==> config.mk <==
export PLATFORM = sky130hd
export DESIGN_NAME = uart_rx_vote
export DESIGN_NICKNAME = d
export VERILOG_FILES = /design/src/rtl/uart_rx_pkg.sv /design/src/rtl/rx_sync.sv /design/src/rtl/rx_vote.sv /design/src/rtl/rx_frame.sv /design/src/rtl/uart_rx_vote.sv
export SDC_FILE = /design/constraint.sdc
export NUM_CORES = 1
export LEC_CHECK = 0
export BUFFER_PORTS_ARGS = -buffer_cell sky130_fd_sc_hd__clkbuf_2
export CAP_MARGIN = 20
export CORE_UTILIZATION = 35
export CTS_CLUSTER_DIAMETER = 120
export DETAILED_ROUTE_END_ITERATION = 10
export MAX_ROUTING_LAYER = met4
export PLACE_DENSITY_LB_ADDON = 0.15
export SYNTH_ARGS = -nofsm -noshare
export SYNTH_HDL_FRONTEND = slang
export SYNTH_SLANG_ARGS = --single-unit
==> constraint.sdc <==
create_clock -name clk_i -period 5.8 [get_ports clk_i]
set_clock_uncertainty 0.1 [all_clocks]
set_input_delay 0.29 -clock clk_i [delete_from_list [all_inputs] [get_ports clk_i]]
set_output_delay 0.29 -clock clk_i [all_outputs]
set_load 0.05 [all_outputs]
==> src/rtl/uart_rx_pkg.sv <==
package uart_rx_pkg;
  typedef enum logic [2:0] {
    ST_IDLE, ST_START, ST_DATA, ST_PAR, ST_STOP, ST_BRK
  } rx_state_e;

  typedef struct packed {
    logic [1:0] len;
    logic       par_en;
    logic       par_odd;
  } rx_cfg_t;
endpackage

==> src/rtl/rx_sync.sv <==
module rx_sync #(
  parameter int STAGES = 2
) (
  input  logic clk_i,
  input  logic rst_ni,
  input  logic rx_i,
  input  logic loop_en_i,
  input  logic loop_tx_i,
  output logic rx_s_o
);
  logic [STAGES-1:0] sync_q;
  logic              src;

  assign src = loop_en_i ? loop_tx_i : rx_i;

  always_ff @(posedge clk_i or negedge rst_ni) begin
    if (!rst_ni) sync_q <= '1;
    else         sync_q <= {sync_q[STAGES-2:0], src};
  end

  assign rx_s_o = sync_q[STAGES-1];
endmodule

==> src/rtl/rx_vote.sv <==
module rx_vote #(
  parameter int OS_RATE = 16,
  parameter int N_SAMP  = 3,
  localparam int PW     = $clog2(OS_RATE),
  localparam int FIRST  = OS_RATE/2 - N_SAMP/2,
  localparam int LAST   = FIRST + N_SAMP - 1
) (
  input  logic          clk_i,
  input  logic          rst_ni,
  input  logic          tick_i,
  input  logic          active_i,
  input  logic [PW-1:0] phase_i,
  input  logic          rx_s_i,
  output logic          done_o,
  output logic          bit_o
);
  localparam int SW = N_SAMP - 1;
  logic [SW-1:0] sh_q;
  logic          in_win;

  assign in_win = active_i && tick_i &&
                  (phase_i >= PW'(FIRST)) && (phase_i < PW'(LAST));

  always_ff @(posedge clk_i or negedge rst_ni) begin
    if (!rst_ni)     sh_q <= '0;
    else if (in_win) sh_q <= {sh_q[SW-2:0], rx_s_i};
  end

  assign done_o = active_i && tick_i && (phase_i == PW'(LAST));
  assign bit_o  = $countones({sh_q, rx_s_i}) > (N_SAMP/2);
endmodule

==> src/rtl/rx_frame.sv <==
module rx_frame
  import uart_rx_pkg::*;
#(
  parameter int OS_RATE  = 16,
  parameter int DATA_MAX = 8,
  localparam int PW      = $clog2(OS_RATE),
  localparam int IW      = $clog2(DATA_MAX)
) (
  input  logic                clk_i,
  input  logic                rst_ni,
  input  logic                tick_i,
  input  logic                rx_s_i,
  input  rx_cfg_t             cfg_i,
  input  logic                vdone_i,
  input  logic                vbit_i,
  output logic                active_o,
  output logic [PW-1:0]       phase_o,
  output logic [DATA_MAX-1:0] data_o,
  output logic                parity_err_o,
  output logic                frame_err_o,
  output logic                break_o,
  output logic                valid_o
);
  rx_state_e             state_q;
  rx_cfg_t               cfg_q;
  logic [PW-1:0]         phase_q;
  logic [IW-1:0]         idx_q;
  logic [DATA_MAX-1:0]   data_q;
  logic                  par_q, perr_q, any1_q;
  logic [IW:0]           nbits;

  assign nbits    = (IW+1)'(cfg_q.len) + (IW+1)'(5);
  assign active_o = (state_q != ST_IDLE) && (state_q != ST_BRK);
  assign phase_o  = phase_q;

  always_ff @(posedge clk_i or negedge rst_ni) begin
    if (!rst_ni) begin
      state_q      <= ST_IDLE;
      cfg_q        <= '0;
      phase_q      <= '0;
      idx_q        <= '0;
      data_q       <= '0;
      par_q        <= 1'b0;
      perr_q       <= 1'b0;
      any1_q       <= 1'b0;
      data_o       <= '0;
      parity_err_o <= 1'b0;
      frame_err_o  <= 1'b0;
      break_o      <= 1'b0;
      valid_o      <= 1'b0;
    end else begin
      valid_o <= 1'b0;
      if (active_o && tick_i)
        phase_q <= (phase_q == PW'(OS_RATE-1)) ? '0 : phase_q + 1'b1;
      unique case (state_q)
        ST_IDLE: if (tick_i && !rx_s_i) begin
          state_q <= ST_START;
          phase_q <= '0;
          cfg_q   <= cfg_i;
        end
        ST_START: if (vdone_i) begin
          if (vbit_i) state_q <= ST_IDLE;  // false start
          else begin
            state_q <= ST_DATA;
            idx_q   <= '0;
            data_q  <= '0;
            par_q   <= 1'b0;
            perr_q  <= 1'b0;
            any1_q  <= 1'b0;
          end
        end
        ST_DATA: if (vdone_i) begin
          data_q[idx_q] <= vbit_i;
          par_q         <= par_q ^ vbit_i;
          any1_q        <= any1_q | vbit_i;
          idx_q         <= idx_q + 1'b1;
          if ({1'b0, idx_q} == nbits - 1'b1)
            state_q <= cfg_q.par_en ? ST_PAR : ST_STOP;
        end
        ST_PAR: if (vdone_i) begin
          perr_q  <= par_q ^ vbit_i ^ cfg_q.par_odd;
          any1_q  <= any1_q | vbit_i;
          state_q <= ST_STOP;
        end
        ST_STOP: if (vdone_i) begin
          valid_o      <= 1'b1;
          data_o       <= data_q;
          parity_err_o <= cfg_q.par_en & perr_q;
          frame_err_o  <= !vbit_i;
          break_o      <= !vbit_i && !any1_q;
          state_q      <= (!vbit_i && !any1_q) ? ST_BRK : ST_IDLE;
        end
        ST_BRK: if (rx_s_i) state_q <= ST_IDLE;
        default: state_q <= ST_IDLE;
      endcase
    end
  end

  a_r9_valid_pulse: assert property (@(posedge clk_i) disable iff (!rst_ni)
    valid_o |=> !valid_o);
  a_r7_break_flags: assert property (@(posedge clk_i) disable iff (!rst_ni)
    valid_o && break_o |-> frame_err_o && data_o == '0);
  a_r7_hold_low: assert property (@(posedge clk_i) disable iff (!rst_ni)
    state_q == ST_BRK && !rx_s_i |=> state_q == ST_BRK);
  a_r5_false_start: assert property (@(posedge clk_i) disable iff (!rst_ni)
    state_q == ST_START && vdone_i && vbit_i |=> state_q == ST_IDLE && !valid_o);
  a_r3_no_parity: assert property (@(posedge clk_i) disable iff (!rst_ni)
    valid_o && !cfg_q.par_en |-> !parity_err_o);
endmodule

==> src/rtl/uart_rx_vote.sv <==
module uart_rx_vote
  import uart_rx_pkg::*;
#(
  parameter int OS_RATE     = 16,
  parameter int N_SAMP      = 3,
  parameter int SYNC_STAGES = 2,
  parameter int DATA_MAX    = 8
) (
  input  logic       clk_i,
  input  logic       rst_ni,
  input  logic       tick_i,
  input  logic       rx_i,
  input  logic       loop_en_i,
  input  logic       loop_tx_i,
  input  logic [1:0] len_i,
  input  logic       par_en_i,
  input  logic       par_odd_i,
  output logic [7:0] data_o,
  output logic       parity_err_o,
  output logic       frame_err_o,
  output logic       break_o,
  output logic       valid_o
);
  localparam int PW = $clog2(OS_RATE);

  logic          rx_s, vdone, vbit, active;
  logic [PW-1:0] phase;
  rx_cfg_t       cfg;

  assign cfg = '{len: len_i, par_en: par_en_i, par_odd: par_odd_i};

  rx_sync #(.STAGES(SYNC_STAGES)) u_sync (
    .clk_i, .rst_ni, .rx_i, .loop_en_i, .loop_tx_i, .rx_s_o(rx_s)
  );

  rx_vote #(.OS_RATE(OS_RATE), .N_SAMP(N_SAMP)) u_vote (
    .clk_i, .rst_ni, .tick_i, .active_i(active), .phase_i(phase),
    .rx_s_i(rx_s), .done_o(vdone), .bit_o(vbit)
  );

  rx_frame #(.OS_RATE(OS_RATE), .DATA_MAX(DATA_MAX)) u_frame (
    .clk_i, .rst_ni, .tick_i, .rx_s_i(rx_s), .cfg_i(cfg),
    .vdone_i(vdone), .vbit_i(vbit), .active_o(active), .phase_o(phase),
    .data_o, .parity_err_o, .frame_err_o, .break_o, .valid_o
  );
endmodule

==> flow_summary.yaml <==
floorplanning:
  dieHeight_microns: 79.8
  num_rows: 27
  die_x_microns: 79.8
  dieArea_sq_um: 6370
  coreArea_sq_um: 5680
  start_util_pct: 37.3
  io_pins: 22
power_and_ir_drop:
  clockPowerShare_pct: 28.5
  power_frac_comb_pct: 28.3
  power_mw: 0.987
  power_switching_mw: 0.354
  sw_frac_of_total_pct: 35.9
  leakage_nw: 1.13
  seqPwrFrac_pct: 43.2
  p_per_area_nw_per_um2: 407
  p_int_mw: 0.633
  ir_drop_mv: 0.247
timing:
  maxSlewViolCount: 0
  setup_ws_ns: 3.43
  hold_viol_final: 0
  setup_viol: 0
  max_freq_mhz: 423
  rsz0062_at_grt: "no"
  layout_min_cycle_time_ns: 2.37
  post-route-period-util_pct: 40.8
  tightestPinTransition_ns: 0.721
  fin_setup_tns_ns: 0
  max_slew_margin_pct: 51.6
clocking:
  ctsResizeCount: 0
  cts_buffers: 5
  clk_pin_slew_worst_paths_ns: 0.09
  cts_sinks: 41
  cts_root_buffer: "clkbuf_8"
  cts_buffer_depth: 2
  clock_latency_ns: 0.30
  htree_levels: 2
  cts_tree: "yes"
place:
  routabilityCongestion: 0.796
  placement.io_buffers: 21
  dp_hpwl_microns: 2870
  post_dp_cell_area_sq_um: 2250
  place_ws_ns: 3.44
job:
  cap_violations: 0
hold_path:
  hold_path_class: "in -> reg"
global_route:
  grt_pass1_vias: 1459
  grt_max_degree: 42
  grt_pass1_wl_microns: 7090
  grt_remaining_overflow: 0
  track_usage_pct: 15.1
  antenna_found_initial: 0
route:
  wire_per_inst_microns: 14.3
  ant_nets: 0
  drc: 0
  vias: 1497
  drtIter0Drc: 76
  dr.pass1.iters: 4
  drt-total-wl_microns: 4150
  viasPerCell: 5.14
layout:
  syn2layout_area_growth_pct: 14.5
  drive_gt1_share_pct: 22.4
  fin_nets: 233
  diodes: 0
  final_area_sq_um: 2420
  final_util_pct: 42.7
logic_synthesis:
  netlist_instances: 198
  synthDistinctLibCells: 50
  synth_edf_count: 0
  yosysWarnings: 0
  ys_ff_latch: 41
  syn_nets: 213
  synth-main-ff-cell: "dfrtp_1"
  async_reset_ff_share_pct: 100
  synth_area_sq_um: 2120
  syn_area_per_cell_sq_um: 10.7
  synth-seq-area-share_pct: 48.6
run_status:
  run_status: "finished clean"
setup_path:
  worst-setup-path-type: "reg -> reg"
  critPathMaxFanout: 11
  cp.arrival_ns: 2.46
  critPathLaunchType: "flop"
  end_kind: "flop"
  critPathRequiredTime_ns: 5.89
[cells in the mapped netlist (2+ instances only)]
| cell | n | area, sq um |
|---|---|---|
| dfrtp_1 | 39 | 976 |
| nor2_1 | 17 | 63.8 |
| o21ai_1 | 16 | 80.1 |
| mux2_1 | 12 | 135 |
| nand2_1 | 11 | 41.3 |
| inv_1 | 9 | 33.8 |
| o21ai_0 | 9 | 45.0 |
| mux2_2 | 7 | 78.8 |
| a31oi_1 | 5 | 31.3 |
| ha_1 | 5 | 62.6 |
| o31ai_1 | 5 | 37.5 |
| a21oi_1 | 4 | 20.0 |
| nand2b_1 | 4 | 25.0 |
| nor3_1 | 4 | 20.0 |
| buf_2 | 3 | 15.0 |
| clkbuf_1 | 3 | 11.3 |
| nand3_1 | 3 | 15.0 |
| xnor2_1 | 3 | 26.3 |
| buf_4 | 2 | 15.0 |
| buf_6 | 2 | 22.5 |
| dfstp_2 | 2 | 52.6 |
| nand2_2 | 2 | 12.5 |
| nor2b_1 | 2 | 12.5 |
| nor3_4 | 2 | 32.5 |
| xor2_1 | 2 | 17.5 |
[worst max-delay path: stages, from the launching register on]
cell	delay (ns)
dfstp_2	0.60
ha_1	0.26
a21oi_1	0.44
and3_1	0.25
o21ai_1	0.26
mux2_2	0.36
[per-stage QoR]
step | hold slack [ns] | instances
2_1_floorplan | -0.106 | 198
4_1_cts | 0.0927 | 289
6_report | 0.118 | 291
5_1_grt | 0.109 | 291
3_5_place_dp | 0.249 | 281
3_3_place_gp | 0.249 | 281
[power by group through the flow]
stage	Clock, mW	Combinational [mW]	Sequential, mW
CTS	0.288	0.277	0.427
global placement	0	0.277	0.433
floorplan	0	0.268	0.388
finish	0.281	0.279	0.427
global route	0.303	0.316	0.440
detailed placement	0	0.277	0.433
[cell families (layout without fill, tap and decap cells)]
| kind of cell | count (synthesis) | after routing | synth area share, % |
|---|---|---|---|
| simple gates | 55 | 55 | 14.8 |
| xor+xnor | 6 | 6 | 2.84 |
| flops | 41 | 41 | 48.6 |
| mux | 19 | 19 | 10.1 |
| buf+inv | 19 | 40 | 4.61 |
| compound gates | 53 | 53 | 16.2 |
| fa+ha+maj | 5 | 5 | 2.95 |
[timing repair]
action / CTS / global route
hold buffers: 0 / 1
endpoints found under the setup margin: 0 / 0
hold endpoints to repair: 0 / 17
buffers inserted: 0 / 0
[area by class of cell]
| type | count | area (sq um) |
|---|---|---|
| clock buffer | 5 | 68.8 |
| clock inverter | 3 | 68.8 |
| fill | 551 | 3250 |
| inverter | 9 | 33.8 |
| multi-input combinational | 138 | 992 |
| sequential | 41 | 1030 |
| tap | 72 | 90.1 |
| timing repair buffer | 23 | 143 |
[path summary, 6_finish.rpt]
kind,startpoint,endpoint,slack [ns],depth (start not counted)
setup reg to reg,u_sync.sync_q[1],u_frame.idx_q[0],3.43,5
min in group asynchronous,rst_ni,u_frame.data_o[5],0.39,2
setup / recovery,u_sync.sync_q[1],u_frame.idx_q[0],3.43,5
max in group asynchronous,rst_ni,u_sync.sync_q[0],4.62,3
hold / removal,par_odd_i,u_frame.cfg_q[0],0.12,2
hold reg to reg,u_sync.sync_q[0],u_sync.sync_q[1],0.26,0
[registers in the layout, indices dropped and copies added, names as in the netlist]
register / count
u_frame.data_o: 8
u_frame.valid_o: 1
u_sync.sync_q: 2
u_frame.data_q: 8
u_frame.frame_err_o: 1
u_frame.idx_q: 3
u_frame.parity_err_o: 1
u_frame.state_q: 3
u_vote.sh_q: 2
u_frame.break_o: 1
u_frame.phase_o: 4
u_frame.perr_q: 1
u_frame.any1_q: 1
u_frame.par_q: 1
u_frame.cfg_q: 4
[cell usage in the layout (no fill, tap or decap), drive strengths merged, types with 6 or more instances in the layout]
cell type	count
dfrtp	39
clkbuf	26
o21ai	26
mux2	19
nor2	17
nand2	13
inv	10
o31ai	6
nor3	6
[layer usage]
layer / part of all wire (%) / track usage (%)
met5: 0 / -
met4: 2.1 / 6.61
met3: 4.6 / 3.54
met2: 42 / 20.8
met1: 51 / 20.9
No activity file was read; power rests on OpenSTA's default activity.
